$ cat src/rtl/aql_pkg.sv
package aql_pkg;

    typedef enum logic [1:0] {
        RQ_IDLE = 2'd0,
        RQ_WAIT = 2'd1,
        RQ_HOLD = 2'd2
    } rq_state_e;

endpackage

$ cat src/rtl/aql_ticket_alloc.sv
module aql_ticket_alloc #(
    parameter int NREQ = 4,
    parameter int SW   = 2
) (
    input  logic               clk,
    input  logic               rst_n,
    input  logic [NREQ-1:0]    acq_req,
    input  logic [NREQ-1:0]    busy,
    output logic [NREQ-1:0]    accept,
    output logic [NREQ*SW-1:0] ticket_flat,
    output logic [SW-1:0]      tail_o,
    output logic               err_o
);

    typedef struct packed {
        logic [SW-1:0] tail;
        logic          err;
    } alloc_st_t;

    alloc_st_t st_d, st_q;

    // Serialize same-cycle acquires: lower index draws the lower ticket.
    always_comb begin
        logic [SW-1:0] run;
        st_d = st_q;
        run  = st_q.tail;
        for (int i = 0; i < NREQ; i++) begin
            accept[i]             = acq_req[i] & ~busy[i];
            ticket_flat[i*SW +: SW] = run;
            if (accept[i]) begin
                run = run + 1'b1;
            end
        end
        st_d.tail = run;
        st_d.err  = |(acq_req & busy);
    end

    always_ff @(posedge clk) begin
        if (!rst_n) begin
            st_q <= '0;
        end else begin
            st_q <= st_d;
        end
    end

    assign tail_o = st_q.tail;
    assign err_o  = st_q.err;

    // without any acquire the tail does not move
    a_r2_tail_still: assert property (@(posedge clk) disable iff (!rst_n)
        (acq_req == '0) |=> $stable(st_q.tail))
        else $error("tail moved without acquire");

    // an acquire from a busy requester raises the overflow flag
    a_r7_no_overflow: assert property (@(posedge clk) disable iff (!rst_n)
        ((acq_req & busy) != '0) |=> err_o)
        else $error("overflow not flagged");

endmodule

$ cat src/rtl/aql_slot_array.sv
module aql_slot_array #(
    parameter int NREQ = 4,
    parameter int SW   = 2
) (
    input  logic               clk,
    input  logic               rst_n,
    input  logic [NREQ-1:0]    rel_fire,
    input  logic [NREQ*SW-1:0] rel_slot_flat,
    output logic [NREQ-1:0]    flags_o
);

    typedef struct packed {
        logic [NREQ-1:0] flags;
    } slot_st_t;

    slot_st_t st_d, st_q;

    // Clear the releasing slot first, then hand the flag to its successor.
    always_comb begin
        logic [SW-1:0] own;
        logic [SW-1:0] nxt;
        st_d = st_q;
        for (int i = 0; i < NREQ; i++) begin
            own = rel_slot_flat[i*SW +: SW];
            nxt = own + 1'b1;
            if (rel_fire[i]) begin
                st_d.flags[own] = 1'b0;
                st_d.flags[nxt] = 1'b1;
            end
        end
    end

    always_ff @(posedge clk) begin
        if (!rst_n) begin
            st_q.flags <= {{(NREQ-1){1'b0}}, 1'b1};
        end else begin
            st_q <= st_d;
        end
    end

    assign flags_o = st_q.flags;

    // the array always carries exactly one proceed flag
    a_r4_single_flag: assert property (@(posedge clk) disable iff (!rst_n)
        $countones(st_q.flags) == 1)
        else $error("slot array lost its single flag");

    // a release always changes the flag vector
    a_r4_release_moves: assert property (@(posedge clk) disable iff (!rst_n)
        (rel_fire != '0) |=> !$stable(st_q.flags))
        else $error("release left flags unchanged");

endmodule

$ cat src/rtl/aql_requester.sv
module aql_requester #(
    parameter int NREQ = 4,
    parameter int SW   = 2
) (
    input  logic            clk,
    input  logic            rst_n,
    input  logic            accept,
    input  logic [SW-1:0]   ticket,
    input  logic            rel_req,
    input  logic [NREQ-1:0] flags,
    output logic            grant,
    output logic            busy,
    output logic            rel_fire,
    output logic [SW-1:0]   slot
);

    import aql_pkg::*;

    typedef struct packed {
        rq_state_e     st;
        logic [SW-1:0] slot;
    } rq_st_t;

    rq_st_t st_d, st_q;

    always_comb begin
        st_d     = st_q;
        rel_fire = (st_q.st == RQ_HOLD) && rel_req;
        case (st_q.st)
            RQ_IDLE: begin
                if (accept) begin
                    st_d.st   = RQ_WAIT;
                    st_d.slot = ticket;
                end
            end
            RQ_WAIT: begin
                if (flags[st_q.slot]) begin
                    st_d.st = RQ_HOLD;
                end
            end
            RQ_HOLD: begin
                if (rel_req) begin
                    st_d.st = RQ_IDLE;
                end
            end
            default: st_d.st = RQ_IDLE;
        endcase
    end

    always_ff @(posedge clk) begin
        if (!rst_n) begin
            st_q <= '{st: RQ_IDLE, slot: '0};
        end else begin
            st_q <= st_d;
        end
    end

    assign grant = (st_q.st == RQ_HOLD);
    assign busy  = (st_q.st != RQ_IDLE);
    assign slot  = st_q.slot;

    // a holder's own slot carries the proceed flag
    a_r6_grant_has_flag: assert property (@(posedge clk) disable iff (!rst_n)
        grant |-> flags[st_q.slot])
        else $error("grant without slot flag");

    // a release from a waiter does not drop its ticket
    a_r8_stray_release: assert property (@(posedge clk) disable iff (!rst_n)
        (rel_req && st_q.st == RQ_WAIT) |=> busy)
        else $error("waiter lost ticket on stray release");

    // a grant persists until its owner releases
    a_r3_grant_holds: assert property (@(posedge clk) disable iff (!rst_n)
        (grant && !rel_req) |=> grant)
        else $error("grant dropped without release");

endmodule

$ cat src/rtl/aql_lock_unit.sv
module aql_lock_unit #(
    parameter int NREQ = 4,
    localparam int SW  = (NREQ > 1) ? $clog2(NREQ) : 1
) (
    input  logic            clk,
    input  logic            rst_n,
    input  logic [NREQ-1:0] acq_req,
    input  logic [NREQ-1:0] rel_req,
    output logic [NREQ-1:0] grant,
    output logic [NREQ-1:0] slot_flags,
    output logic [SW-1:0]   tail_idx,
    output logic            err_ovf
);

    logic [NREQ-1:0]    busy;
    logic [NREQ-1:0]    accept;
    logic [NREQ-1:0]    rel_fire;
    logic [NREQ*SW-1:0] ticket_flat;
    logic [NREQ*SW-1:0] slot_flat;

    aql_ticket_alloc #(.NREQ(NREQ), .SW(SW)) u_alloc (
        .clk         (clk),
        .rst_n       (rst_n),
        .acq_req     (acq_req),
        .busy        (busy),
        .accept      (accept),
        .ticket_flat (ticket_flat),
        .tail_o      (tail_idx),
        .err_o       (err_ovf)
    );

    aql_slot_array #(.NREQ(NREQ), .SW(SW)) u_slots (
        .clk           (clk),
        .rst_n         (rst_n),
        .rel_fire      (rel_fire),
        .rel_slot_flat (slot_flat),
        .flags_o       (slot_flags)
    );

    for (genvar g = 0; g < NREQ; g++) begin : g_req
        aql_requester #(.NREQ(NREQ), .SW(SW)) u_req (
            .clk      (clk),
            .rst_n    (rst_n),
            .accept   (accept[g]),
            .ticket   (ticket_flat[g*SW +: SW]),
            .rel_req  (rel_req[g]),
            .flags    (slot_flags),
            .grant    (grant[g]),
            .busy     (busy[g]),
            .rel_fire (rel_fire[g]),
            .slot     (slot_flat[g*SW +: SW])
        );
    end

    // mutual exclusion across requesters
    a_r3_one_grant: assert property (@(posedge clk) disable iff (!rst_n)
        $onehot0(grant))
        else $error("more than one grant");

endmodule

$ cat config.mk
export PLATFORM = sky130hd
export DESIGN_NAME = aql_lock_unit
export DESIGN_NICKNAME = d
export VERILOG_FILES = /design/src/rtl/aql_pkg.sv /design/src/rtl/aql_ticket_alloc.sv /design/src/rtl/aql_slot_array.sv /design/src/rtl/aql_requester.sv /design/src/rtl/aql_lock_unit.sv
export SDC_FILE = /design/constraint.sdc
export NUM_CORES = 1
export LEC_CHECK = 0
export ABC_CLOCK_PERIOD_IN_PS = 2900
export BUFFER_PORTS_ARGS = -buffer_cell sky130_fd_sc_hd__buf_2
export CORE_ASPECT_RATIO = 1.5
export CORE_UTILIZATION = 57
export DETAILED_ROUTE_END_ITERATION = 10
export GPL_TIMING_DRIVEN = 0
export HOLD_SLACK_MARGIN = 0.05
export PLACE_DENSITY = 0.81
export SYNTH_ARGS = -nofsm -noshare
export SYNTH_HDL_FRONTEND = slang
export SYNTH_HIERARCHICAL = 1
export SYNTH_SLANG_ARGS = --single-unit
$ cat constraint.sdc
create_clock -name clk -period 2.9 [get_ports clk]
set_clock_uncertainty 0.2 [all_clocks]
set_input_delay 0.145 -clock clk [delete_from_list [all_inputs] [get_ports clk]]
set_output_delay 0.145 -clock clk [all_outputs]
set_load 0.02 [all_outputs]
* Yosys cells after proc, flatten, opt, wreduce, memory -nomap -nowiden *
Index checks and enable logic that the tools add are counted.
W data, S select, Z words.

word-level totals
  register bits after elaboration = 23
  output and inout bits = 11

cells by class
  add/sub/neg operators = 8
  magnitude comparators = 16
  equal/unequal tests = 20
  mux-type cells = 48
  bitwise operators = 21
  reductions and logical operators = 29

operators by type and width
  cell                   count
  $mux W4                8
  $lt A2 B3 Y1 const B   8
  $mux W2                12
  $pmux W2 S3            4
  $and A4 B4 Y4          5
  $add A2 B1 Y2 const B  8
  $demux W1 S2           8
  $ge A2 B1 Y1 const B   8
  $ne A2 B1 Y1 const B   8
  $not A4 Y4             4
  $or A4 B4 Y4           4
  $logic_and A1 B1 Y1    12
  $mux W1                12
  $reduce_and A3 Y1      4
  $bmux W1 S2            4
  $eq A2 B1 Y1 const B   4
  $eq A2 B2 Y1 const B   4
  $logic_not A2 Y1       4
  $ne A2 B2 Y1 const B   4
  $reduce_and A2 Y1      4
  $reduce_bool A2 Y1     4
  $and A1 B1 Y1          4
  $not A1 Y1             4
  $reduce_or A4 Y1       1

* Longest topological paths before layout *
  word-level depth = 17
  mapped depth = 8
  depth with buffers taken out = 7

* By module *
Netlist, hierarchy kept.

by module, submodules not included
  module            instances  cells an instance  area an instance (um2)  sequential area each (um2)
  aql_requester     4          24                 240.2                   80.1
  aql_slot_array    1          42                 304.0                   80.1
  aql_ticket_alloc  1          31                 302.8                   60.1

* Worst setup path after synthesis *
OpenSTA, ideal clock, no wires.

  path kind = register to register
  start = register g_req[0].u_req/st_q[2] (netlist bit)
  end = register u_alloc.st_q (netlist bit u_alloc/tail_o[1])
  library setup time = 115 ps
  data arrival time = 1,775 ps
  setup slack = 811 ps
  stages on the path, launching flop included = 8
  buffers on the path = 1
  period minus slack after synthesis = 2,089 ps
  cells stage by stage = dfxtp_1 > or2_2 > nor2b_1 > clkbuf_2 > xnor3_2 > maj3_2 > xor2_1 > and2_1

between the ends
  word-level cells in the longest chain between the ends = 10

ends and longest elaborated chain
  what                      line                    RTL
  start: declaration        aql_requester.sv:24     rq_st_t st_d, st_q;
  start signal: assignment  aql_requester.sv:52     st_q <= '{st: RQ_IDLE, slot: '0};
  start signal: assignment  aql_requester.sv:54     st_q <= st_d;
  $reduce_bool A2 Y1 (*)    aql_requester.sv:59     assign busy = (st_q.st != RQ_IDLE);
  named net busy[0]         aql_lock_unit.sv:15     logic [NREQ-1:0] busy;
  $not A1 Y1 (*)            aql_ticket_alloc.sv:28  accept[i] = acq_req[i] & ~busy[i];
  $and A1 B1 Y1 (*)         aql_ticket_alloc.sv:28
  named net accept[0]       aql_lock_unit.sv:16     logic [NREQ-1:0] accept;
  $mux W2 (*)               aql_ticket_alloc.sv:30  if (accept[i]) begin
  $add A2 B1 Y2             aql_ticket_alloc.sv:31  run = run + 1'b1;
  $mux W2 (*)               aql_ticket_alloc.sv:30
  $add A2 B1 Y2             aql_ticket_alloc.sv:31
  $mux W2 (*)               aql_ticket_alloc.sv:30
  $add A2 B1 Y2             aql_ticket_alloc.sv:31
  $mux W2 (*)               aql_ticket_alloc.sv:30
  end signal: assignment    aql_ticket_alloc.sv:42  st_q <= st_d;
  end: declaration          aql_ticket_alloc.sv:20  alloc_st_t st_d, st_q;

The timed path passes the listed nets; every way through them passes the cells marked *.
A chain may end at the register's enable or synchronous reset.

* Worst setup path in the final report *
Same ends and word-level chain as after synthesis.

==> flow_summary.toml <==
[outcome]
status = "finished clean"

[layout]
multi_input_area_sq_um = 1000
mostFrequentLayoutCells = "23 x dfxtp_1, 20 x buf_2, 19 x nor2b_1"
fill_cells = 225
final_common_cell = "dfxtp_1"
finish.utilization = 0.707
regArea_sq_um = 460
area_growth_pct = 14.2
antenna_cells = 0
drive_gt1_frac = 0.293
final_nets = 209

[cts]
cts_setup_buffers = 0
cts_buffers = 3
cts_max_path_buffers = 2
cts_root_buf = "clkbuf_4"
clock_latency_ns = 0.31
cts_tree = "yes"
htreeDepth = 1
clock-sinks = 23
cts.clk_slew.worst_paths_ns = 0.13

[global_routing]
antenna_found_initial = 0
overflow = 0
grt_pass1_vias = 1353
grt_first_pass_wirelength_microns = 5770
grt_max_degree = 23
grt_usage = 0.262

[pwr]
finalPower_w = 0.00168
leakage_nw = 0.792
powerDensity_nw_per_um2 = 939
ir_worst_vdd_v = 0.000600

[drt]
initialDrtViolationCount = 25
viasPerCell = 5.68
wirelength_microns = 3410
routedWlPerCell_microns = 14.6
antenna_left = 0
drc_errors = 0
dr_total_vias = 1328
first_pass_iters = 4

[synthesis]
yosys_most_used_dff = "dfxtp_1"
ys_ff_latch = 23
synth_nets = 179
synth_area_sq_um = 1570
seq_area_frac_synth = 0.294
syn-instance-count = 169
yosys_warnings = 6
synthesis.area_per_instance_sq_um = 9.28
synth-edff-count = 0
synthDistinctLibCells = 43
async_reset_ff_frac = 0

[setup_path]
path_class = "reg2reg"
r2r_cells = 7
startpoint_type = "register"
cpMaxStageDelayCell = "dfxtp_1"
path_delay_family = "simple AND/OR/NAND/NOR gates"
r2r_start = "g_req[0].u_req/st_q[2]"
critPathArrivalTime_ns = 2.27
required_ns = 2.92
end_kind = "register"
crit_chain = "or2_2 > nor2b_1 > clkbuf_2 > xnor3_2 > maj3_2 > xor2_1 > and2_1"
critPathBufInv = 1
crit_fanout = 8
r2r-end = "u_alloc/tail_o[1]"
reg2reg_setup_slack_ns = 0.65
cpPeakStageDelay_ns = 0.40

[timing]
setup_violations = 0
worstMarginPinSlew_ns = 0.349
finalCriticalPeriod_ns = 2.25
max_freq_ghz = 0.445
rsz0062_at_grt = "false"
tns_ns = 0
finalMaxSlewViolations = 0
hold_viol_final = 0
finalCritPeriodShare = 0.776
relSlewSlack = 0.767

[min_path]
min-delay-start = "acq_req[0]"
hold_class = "in2reg"
whs_path_depth = 3
min_to = "u_alloc/err_o"

[placement]
gp_congestion = 0.932
io_buffers = 20
dp_hpwl_microns = 2500

[die]
start_util = 0.619
dieArea_sq_um = 2970
io_pins = 21
core_sq_um = 2530
dieHeight_microns = 66.2
die_w_microns = 44.8
rows = 22

[job]
cap_viol_max_count = 0
power by group:
group / switching (W) / internal, W
Combinational: 0.000434 / 0.000493
Sequential: 0.000175 / 0.000429
Clock: 0.0000987 / 0.0000515
layer usage:
layer | GRT usage | vias up | routed length, microns
met5 | 0 | - | 0
met3 | 0.0191 | 6 | 77
li1 | - | 656 | -
met2 | 0.489 | 24 | 1860
met4 | 0.110 | 0 | 64
met1 | 0.291 | 642 | 1410
synthesized netlist by cell type (2+ instances only):
cell type,n,share of area
buf_4,10,0.048
nor3_1,4,0.013
xnor2_1,3,0.017
nor3b_1,4,0.019
nand2b_1,4,0.016
a31oi_1,4,0.016
nand3_1,2,0.0064
a211o_1,4,0.022
nand3b_1,2,0.0096
nor2b_1,19,0.076
a311oi_1,4,0.022
xor2_1,2,0.011
inv_1,6,0.014
o211ai_1,2,0.0096
mux2i_1,12,0.077
and2_1,6,0.024
and4_4,4,0.029
nor3b_2,4,0.032
o21ai_0,8,0.026
nand2_1,13,0.031
or2_2,4,0.016
a22oi_1,2,0.0096
dfxtp_1,23,0.29
mux2_4,4,0.038
what timing repair did:
action / 4_1_cts / 5_1_grt
gates resized for setup: 0 / 0
hold buffers: 5 / 0
endpoints found under the setup margin: 0 / 0
endpoints found under the hold margin: 7 / 0
logic make-up (layout without fill, tap and decap cells):
kind of cell / count (synthesis) / in the layout / synth area share
buf+inv: 18 / 47 / 0.0678
flops: 23 / 23 / 0.294
compound gates: 32 / 32 / 0.146
simple gates: 70 / 70 / 0.293
fa+ha+maj: 2 / 2 / 0.0136
xor+xnor: 8 / 8 / 0.0710
mux: 16 / 16 / 0.115
registers in the layout (all words and copies together) (netlist names):
| name | cells |
|---|---|
| g_req.u_req/st_q | 8 |
| u_alloc/tail_o | 2 |
| u_slots/flags_o | 4 |
| g_req.u_req/slot | 8 |
| u_alloc/err_o | 1 |
cell type report:
type	instances	area share
Multi-Input combinational cell	128	0.559
Sequential cell	23	0.257
Timing Repair Buffer	25	0.0839
Buffer	11	0.0447
Tap cell	36	0.0252
Inverter	7	0.0147
Clock buffer	3	0.0126
Clock inverter	1	0.00280
tightest hold or removal path, cell delays in order:
cell and delay (ns):
buf_2 0.08, a22oi_1 0.07, a21boi_0 0.23
per-stage QoR:
step                cells  hold slack [ns]  setup WS [ns]  cell area [sq um]
CTS                   234           0.0515          0.653               1790
global route          234           0.0586          0.558               1790
detailed placement    225            0.337          0.680               1710
global placement      225            0.333          0.737               1710
finish                234           0.0782          0.651               1790
floorplan             169           0.0667          0.811               1570
worst max path at each step:
| stage | startpoint | to | slack (ns) | cells past startpoint |
|---|---|---|---|---|
| 6_report | g_req[0].u_req/st_q[2] | u_alloc/tail_o[1] | 0.65 | 7 |
| 3_5_place_dp | g_req[0].u_req/st_q[2] | u_alloc/tail_o[1] | 0.68 | 7 |
| 3_3_place_gp | g_req[0].u_req/st_q[2] | u_alloc/tail_o[1] | 0.74 | 7 |
| 4_1_cts | g_req[0].u_req/st_q[2] | u_alloc/tail_o[1] | 0.65 | 7 |
| 5_1_grt | g_req[0].u_req/st_q[2] | u_alloc/tail_o[1] | 0.56 | 7 |
| 2_1_floorplan | g_req[0].u_req/st_q[2] | u_alloc/tail_o[1] | 0.81 | 7 |
Power figures use the tool's default switching activity.
